===== src/rtl/idxb_pkg.sv =====
package idxb_pkg;
    localparam int HW  = 32;
    localparam int IAW = 16;
    localparam int OW  = 4;
    localparam logic [OW-1:0] OFS_ADDR = 4'h0;
    localparam logic [OW-1:0] OFS_DATA = 4'h4;
    localparam logic [OW-1:0] OFS_CTRL = 4'h8;
    localparam int ERR_EN_BIT = 15;

    typedef enum logic [1:0] {WIN_ADDR, WIN_DATA, WIN_CTRL, WIN_NONE} win_e;

    typedef struct packed {
        logic          valid;
        logic          we;
        win_e          win;
        logic [HW-1:0] wdata;
    } hreq_t;

    typedef struct packed {
        logic           valid;
        logic           we;
        logic [IAW-1:0] addr;
        logic [HW-1:0]  wdata;
    } ireq_t;

    typedef struct packed {
        logic          valid;
        logic          err;
        logic [HW-1:0] rdata;
    } irsp_t;

    function automatic win_e decode_ofs(input logic [OW-1:0] ofs);
        case (ofs)
            OFS_ADDR: return WIN_ADDR;
            OFS_DATA: return WIN_DATA;
            OFS_CTRL: return WIN_CTRL;
            default:  return WIN_NONE;
        endcase
    endfunction
endpackage


===== src/rtl/idxb_regfile.sv =====
module idxb_regfile
    import idxb_pkg::*;
#(
    parameter int DEPTH = 16
) (
    input  logic  clk,
    input  logic  rst,
    input  ireq_t req,
    output logic  ready,
    output irsp_t rsp
);
    localparam int IDXW = (DEPTH > 1) ? $clog2(DEPTH) : 1;

    logic [HW-1:0] regs [DEPTH];
    logic          mapped;
    logic [IDXW-1:0] idx;

    assign ready  = 1'b1;
    assign mapped = (32'(req.addr) < DEPTH);
    assign idx    = req.addr[IDXW-1:0];

    always_ff @(posedge clk) begin
        if (rst) begin
            rsp <= '0;
            for (int i = 0; i < DEPTH; i++) regs[i] <= '0;
        end else begin
            rsp.valid <= req.valid;
            rsp.err   <= req.valid && !mapped;
            rsp.rdata <= (req.valid && !req.we && mapped) ? regs[idx] : '0;
            if (req.valid && req.we && mapped) regs[idx] <= req.wdata;
        end
    end
endmodule


===== src/rtl/idxb_addr_commit.sv =====
module idxb_addr_commit
    import idxb_pkg::*;
(
    input  logic           clk,
    input  logic           rst,
    input  logic           wr,
    input  logic           other,
    input  logic [IAW-1:0] wval,
    output logic [IAW-1:0] commit_addr
);
    logic [IAW-1:0] first_q;
    logic           armed_q;

    always_ff @(posedge clk) begin
        if (rst) begin
            first_q     <= '0;
            armed_q     <= 1'b0;
            commit_addr <= '0;
        end else if (wr) begin
            if (armed_q && first_q == wval) begin
                commit_addr <= wval;
                armed_q     <= 1'b0;
            end else begin
                first_q <= wval;
                armed_q <= 1'b1;
            end
        end else if (other) begin
            armed_q <= 1'b0;
        end
    end
endmodule


===== src/rtl/idxb_core.sv =====
module idxb_core
    import idxb_pkg::*;
(
    input  logic           clk,
    input  logic           rst,
    input  hreq_t          s1,
    input  logic [IAW-1:0] commit_addr,
    output ireq_t          ireq,
    input  irsp_t          irsp,
    output logic           err_en,
    output logic           rsp_valid,
    output logic [HW-1:0]  rsp_rdata,
    output logic           rsp_err
);
    logic [HW-1:0] hold_q, hold_now, rd_c;
    logic          hold_err_q, hold_err_now, err_c;
    logic          pend_q;
    logic          s2_valid, s2_wdata, s2_en, s2_err;
    logic          launch, addr_wr, take;

    assign ireq.valid = s1.valid && s1.win == WIN_DATA;
    assign ireq.we    = s1.we;
    assign ireq.addr  = commit_addr;
    assign ireq.wdata = s1.wdata;

    assign launch  = s1.valid && s1.win == WIN_DATA && !s1.we;
    assign addr_wr = s1.valid && s1.win == WIN_ADDR && s1.we;
    assign take    = irsp.valid && pend_q && !addr_wr;

    assign hold_now     = take ? irsp.rdata : hold_q;
    assign hold_err_now = take ? irsp.err : hold_err_q;

    always_comb begin
        rd_c  = '0;
        err_c = 1'b0;
        if (!s1.we) begin
            case (s1.win)
                WIN_ADDR: rd_c = HW'(commit_addr);
                WIN_DATA: begin
                    rd_c  = hold_now;
                    err_c = hold_err_now && err_en;
                end
                WIN_CTRL: rd_c = HW'(err_en) << ERR_EN_BIT;
                default:  rd_c = '0;
            endcase
        end
    end

    always_ff @(posedge clk) begin
        if (rst) begin
            hold_q     <= '0;
            hold_err_q <= 1'b0;
            pend_q     <= 1'b0;
            err_en     <= 1'b0;
            s2_valid   <= 1'b0;
            s2_wdata   <= 1'b0;
            s2_en      <= 1'b0;
            s2_err     <= 1'b0;
            rsp_rdata  <= '0;
        end else begin
            if (take) begin
                hold_q     <= irsp.rdata;
                hold_err_q <= irsp.err;
            end
            if (addr_wr)     pend_q <= 1'b0;
            else if (launch) pend_q <= 1'b1;
            else if (take)   pend_q <= 1'b0;
            if (s1.valid && s1.we && s1.win == WIN_CTRL)
                err_en <= s1.wdata[ERR_EN_BIT];
            s2_valid  <= s1.valid;
            s2_wdata  <= s1.valid && s1.we && s1.win == WIN_DATA;
            s2_en     <= err_en;
            s2_err    <= s1.valid && err_c;
            rsp_rdata <= s1.valid ? rd_c : '0;
        end
    end

    assign rsp_valid = s2_valid;
    assign rsp_err   = s2_wdata ? (irsp.valid && irsp.err && s2_en) : s2_err;
endmodule


===== src/rtl/idxb_top.sv =====
module idxb_top
    import idxb_pkg::*;
#(
    parameter int DEPTH = 16
) (
    input  logic          clk,
    input  logic          rst,
    input  logic          hst_req,
    input  logic          hst_we,
    input  logic [OW-1:0] hst_ofs,
    input  logic [HW-1:0] hst_wdata,
    output logic          hst_rsp_valid,
    output logic [HW-1:0] hst_rsp_rdata,
    output logic          hst_rsp_err
);
    hreq_t          s1;
    ireq_t          ireq;
    irsp_t          irsp;
    logic           ib_ready;
    logic [IAW-1:0] commit_addr;
    logic           err_en;
    logic           s1_addr_wr;

    always_ff @(posedge clk) begin
        if (rst) begin
            s1 <= '0;
        end else begin
            s1.valid <= hst_req;
            s1.we    <= hst_we;
            s1.win   <= decode_ofs(hst_ofs);
            s1.wdata <= hst_wdata;
        end
    end

    assign s1_addr_wr = s1.valid && s1.we && s1.win == WIN_ADDR;

    idxb_addr_commit u_commit (
        .clk         (clk),
        .rst         (rst),
        .wr          (s1_addr_wr),
        .other       (s1.valid && !s1_addr_wr),
        .wval        (s1.wdata[IAW-1:0]),
        .commit_addr (commit_addr)
    );

    idxb_core u_core (
        .clk         (clk),
        .rst         (rst),
        .s1          (s1),
        .commit_addr (commit_addr),
        .ireq        (ireq),
        .irsp        (irsp),
        .err_en      (err_en),
        .rsp_valid   (hst_rsp_valid),
        .rsp_rdata   (hst_rsp_rdata),
        .rsp_err     (hst_rsp_err)
    );

    idxb_regfile #(.DEPTH(DEPTH)) u_rf (
        .clk   (clk),
        .rst   (rst),
        .req   (ireq),
        .ready (ib_ready),
        .rsp   (irsp)
    );
endmodule


===== config.mk =====
export PLATFORM = sky130hd
export DESIGN_NAME = idxb_top
export DESIGN_NICKNAME = d
export VERILOG_FILES = /design/src/rtl/idxb_pkg.sv /design/src/rtl/idxb_regfile.sv /design/src/rtl/idxb_addr_commit.sv /design/src/rtl/idxb_core.sv /design/src/rtl/idxb_top.sv
export SDC_FILE = /design/constraint.sdc
export NUM_CORES = 1
export LEC_CHECK = 0
export BUFFER_PORTS_ARGS = -buffer_cell sky130_fd_sc_hd__buf_2
export CAP_MARGIN = 0
export CORE_ASPECT_RATIO = 1.75
export CORE_UTILIZATION = 45
export DETAILED_ROUTE_END_ITERATION = 6
export REMOVE_ABC_BUFFERS = 1
export SLEW_MARGIN = 25
export SYNTH_ARGS = -nofsm -noshare
export SYNTH_HDL_FRONTEND = slang
export SYNTH_SLANG_ARGS = --single-unit

===== constraint.sdc =====
create_clock -name clk -period 5.5 [get_ports clk]
set_clock_uncertainty 0.05 [all_clocks]
set_input_delay 1.1 -clock clk [delete_from_list [all_inputs] [get_ports clk]]
set_output_delay 1.1 -clock clk [all_outputs]
set_load 0.03 [all_outputs]

* Yosys cells after proc, flatten, opt, wreduce, memory -nomap -nowiden
Memory sizes are Yosys's and may differ from the RTL's. A register that Yosys moved wholly into a read port is not among the register bits. Cells that the tools add are included.
Word-level totals: register bits after elaboration 142, RAM bits 512, output and inout bits 34, memories 1
Memories:
- u_rf.regs | words 16, width 32, read ports 1, clocked after Yosys merged registers in 1, wr ports 16, line idxb_regfile.sv:14 | logic [HW-1:0] regs [DEPTH];
Operators by class: $lt $le $gt $ge 1, equal/unequal tests 5, mux-type cells 20, bitwise logic cells 3, reduce and logical (&&, ||, !) cells 34
Operator list (count):
- $pmux W32 S3 | 1
- $mux W32 | 2
- $reduce_or A32 Y1 | 1
- $logic_and A1 B1 Y1 | 20
- $eq A16 B16 Y1 | 1
- $lt A16 B5 Y1 const B | 1
- $mux W1 | 15
- $pmux W2 S3 | 1
- $eq A4 B3 Y1 const B | 1
- $eq A4 B4 Y1 const B | 1
- $logic_not A1 Y1 | 4
- $logic_not A4 Y1 | 1
- $mux W4 | 1
- $reduce_and A2 Y1 | 2
- $reduce_bool A2 Y1 | 2
- $reduce_or A2 Y1 | 2
- $not A1 Y1 | 3
- $reduce_or A3 Y1 | 1
- $eq A2 B1 Y1 const B | 1
- $eq A2 B2 Y1 const B | 1
- $logic_not A2 Y1 | 1

* Longest topological paths before layout
word-level depth 10, mapped depth 8, depth with buffers taken out 5

* Hierarchy
From an unflattened synthesis, not the netlist that was laid out.
Second synthesis, totals: cells, all modules 2211, area, all modules 29548.3 µm²
By module, submodules not included:
- idxb_regfile | times used 1, cells an instance 1585, area an instance 23890.4 µm², sequential area each 16055.4 µm²
- idxb_core | times used 1, cells an instance 314, area an instance 2830.2 µm², sequential area each 1421.4 µm²
- idxb_addr_commit | times used 1, cells an instance 232, area an instance 1821.7 µm², sequential area each 660.6 µm²
- idxb_top | times used 1, cells an instance 80, area an instance 1006.0 µm², sequential area each 720.7 µm²

* Least setup slack after synthesis
Ideal clock, no wire load.
kind input-to-reg, from input port rst, to memory u_rf.regs[8][0], enable pin, setup time 388 ps, data arrival time 2799 ps, data required time 5062 ps, setup slack 2263 ps, stages 5, buffers on the path 1, cells stage by stage clkbuf_1 nor3_1 nand2_1 nor3b_1 a21o_1
RTL lines:
- start: declaration | line idxb_top.sv:7 | input logic rst,
- end: declaration | line idxb_regfile.sv:14

==> out/results.ini <==
[floorplan]
dieArea_mm2 = 0.06280
die_h_um = 330.8
die_w_um = 189.9
core-area_mm2 = 0.06111
initial_core_util = 0.4549
num_rows = 120
io_pins = 74

[sta]
fin_crit_sh = 0.6548
timing.final.max_slew_violations = 0
finalSetupViolations = 0
tns_ns = 0
fmax_ghz = 0.2777
slew_headroom = 0.3331
post-route-min-period_ns = 3.601
tightestPinTransition_ns = 1.000
final-hold-violation-count = 0
rsz0062_at_grt = false

[worst_setup_path]
timing.rr.end = u_rf.regs[6][16]$_SDFFCE_PN0P_
cp.arrival_ns = 3.85
crit_type = flop to flop
cp-start-kind = flop
rr_startpoint = s1[32]$_SDFF_PP0_
crit_path_end_kind = flop
cp_slowest_stage_delay_ns = 0.74
path_cells = nand2b_1, nor3_1, nand2_1, nor3b_1, a21o_2, buf_4
critical_path.slowest_cell = a21o_2
cp.required_ns = 5.75
critPathMaxFanout = 19
reg2reg_slack_ns = 1.90
reg2reg_depth = 6

[clocking]
cts_sinks = 686
post_cts_buffers = 0
clock_path_buffers = 3
clkLatencyLatePin_ns = 0.62
clk_pin_slew_ns = 0.06
cts_resized = 0
htree_num_levels = 2
cts_hold_buf = 0
cts_buffers = 60
cts_tree = built
cts-root-buf = clkbuf_16

[min_path]
hold_path_depth = 2
hold_path_end = u_core.pend_q$_SDFFE_PP0P_
hold_class = flop to flop
hold_start = u_core.pend_q$_SDFFE_PP0P_

[layout]
stdcell_count = 2851
layout.nets = 2048
regArea_mm2 = 0.01887
drive_gt1_frac = 0.1958
multi_input_area_mm2 = 0.008280
fillerInstances = 5193
antenna_cells = 0
syn_to_final_growth_pct = 11.15
final_area_mm2 = 0.03090

[synthesis]
synth_edf_count = 512
ys_seq_area_frac = 0.6785
ys_top_cells_by_count = nor2_1 (568), edfxtp_1 (512), dfxtp_1 (174)
synth-seq-cells = 686
synthArstFlopShare = 0
synth_ff_type = edfxtp_1
syn_inst = 1995
synth_cell_types = 45
netlist_area_mm2 = 0.02780
syn_area_per_cell_um2 = 13.93
synthTopCellsByArea = edfxtp_1 (55%), mux4_2 (13%), dfxtp_1 (13%)
yosysTopAreaCell = edfxtp_1
yosysMostFrequentCell = nor2_1
synth_warnings = 0
synth_top_area_share = 0.5531

[place]
placed_cells = 2738
post_dp_cell_area_mm2 = 0.02888
gp_congestion = 0.8085
io_buffers = 73
dp_hpwl_um = 45610

[drt]
firstDrtPassIters = 5
wirelength_um = 74210
drc_errors = 0
via_count = 16290
antenna_left = 0
via_per_inst = 5.715
drtIter0Drc = 1470
post_drt_wl_per_cell_um = 26.03

[job]
drv_cap = 0

[outcome]
status = completed

[global_route]
grt_usage = 0.2421
antenna_found_initial = 1
grt_max_degree = 109
grt_pass1_vias = 16980
overflow = 0
grt_pass1_wl_um = 109500

[pwr]
power_density_mw_per_mm2 = 334.4
peakVddDrop_v = 0.0002817
total_power_w = 0.01033
power_leakage_nw = 10.22

[registers in the layout, indices dropped and copies added, names as in the netlist]
signal                cells
u_core.s2_en              1
u_commit.armed_q          1
u_rf.rsp                 34
u_core.pend_q             1
u_core.err_en             1
u_core.rsp_valid          1
u_core.s2_wdata           1
u_core.hold_q            32
u_core.hold_err_q         1
u_core.s2_err             1
u_commit.first_q         16
u_commit.commit_addr     16
u_rf.regs               512
s1                       36
u_core.rsp_rdata         32
[power by group]
part / switching, W / internal, W / leakage, nW
logic: 0.000212 / 0.0000988 / 2.53
clock network: 0.00187 / 0.00240 / 0.992
registers: 0.0000657 / 0.00568 / 6.70
total: 0.00214 / 0.00819 / 10.2
[critical path, delay by kind of cell, from the launching register on]
kind	cells	cell delay, ns
AO/OA/AOI/OAI	1	0.74
buffers and inverters	1	0.41
flip-flops	1	0.71
AND/OR/NAND/NOR	4	1.34
[worst max-delay path by stage]
stage	from	endpoint	slack (ns)	depth (start not counted)
2_1_floorplan	u_commit.commit_addr[0]$_SDFFE_PP0P_	u_rf.regs[0][0]$_SDFFCE_PN0P_	-3.26	2
3_3_place_gp	rst	u_rf.regs[6][13]$_SDFFCE_PN0P_	1.56	6
3_5_place_dp	rst	u_rf.regs[6][13]$_SDFFCE_PN0P_	1.40	6
4_1_cts	s1[32]$_SDFF_PP0_	u_rf.regs[6][25]$_SDFFCE_PN0P_	1.93	6
5_1_grt	s1[32]$_SDFF_PP0_	u_rf.regs[6][25]$_SDFFCE_PN0P_	1.64	6
6_report	s1[32]$_SDFF_PP0_	u_rf.regs[6][16]$_SDFFCE_PN0P_	1.90	6
[placed cells by master, fill, tap and decap left out, types with 5 or more instances in the layout]
| cell type | instances |
|---|---|
| a22o_1 | 16 |
| inv_1 | 9 |
| xnor2_1 | 5 |
| buf_2 | 72 |
| mux2i_1 | 34 |
| a211oi_1 | 6 |
| clkbuf_8 | 12 |
| a21o_2 | 12 |
| mux4_2 | 160 |
| dfxtp_1 | 170 |
| clkbuf_1 | 15 |
| buf_4 | 42 |
| o31ai_1 | 16 |
| edfxtp_1 | 512 |
| nand2_1 | 141 |
| and3_1 | 35 |
| xor2_1 | 7 |
| nor2b_1 | 35 |
| a21oi_1 | 17 |
| clkbuf_16 | 61 |
| o21ai_0 | 9 |
| clkinv_2 | 7 |
| nor2_1 | 567 |
| nor3_1 | 12 |
| nand2b_1 | 5 |
| nand4_1 | 18 |
[stage by stage]
| step | worst slack, ns | utilization | hold slack, ns |
|---|---|---|---|
| after floorplan | -3.262 | - | 0.3700 |
| after global placement | 1.561 | 0.4721 | 0.4052 |
| after detailed placement | 1.402 | 0.4726 | 0.4086 |
| after CTS | 1.934 | 0.5051 | 0.4206 |
| after global routing | 1.642 | 0.5056 | 0.4484 |
| final | 1.899 | 0.5056 | 0.4211 |
[layout make-up]
cell class	count	share of cell area
sequential	686	0.6108
multi-input combinational	1136	0.2680
clock buffer	91	0.05730
tap	793	0.03211
timing repair buffer	118	0.02414
clock inverter	21	0.006925
inverter	6	0.0007290
[per-layer routing]
layer / GRT usage / vias up / part of all wire
li1: - / 7223 / -
met1: 0.2813 / 8282 / 0.36
met2: 0.4426 / 634 / 0.54
met3: 0.03253 / 154 / 0.060
met4: 0.1055 / 0 / 0.042
met5: 0 / - / 0
[kinds of logic (layout without fill, tap and decap cells)]
| logic type | count (synthesis) | count (layout) | share of synthesized area |
|---|---|---|---|
| AOI/OAI and AO/OA | 89 | 89 | 0.02291 |
| xor gates and xnor gates | 13 | 13 | 0.004367 |
| buffers and inverters | 173 | 236 | 0.02696 |
| DFF | 686 | 686 | 0.6785 |
| muxes | 194 | 194 | 0.1419 |
| and+or+nand+nor | 840 | 840 | 0.1254 |
Note: power is estimated with default switching activity, not from simulation.
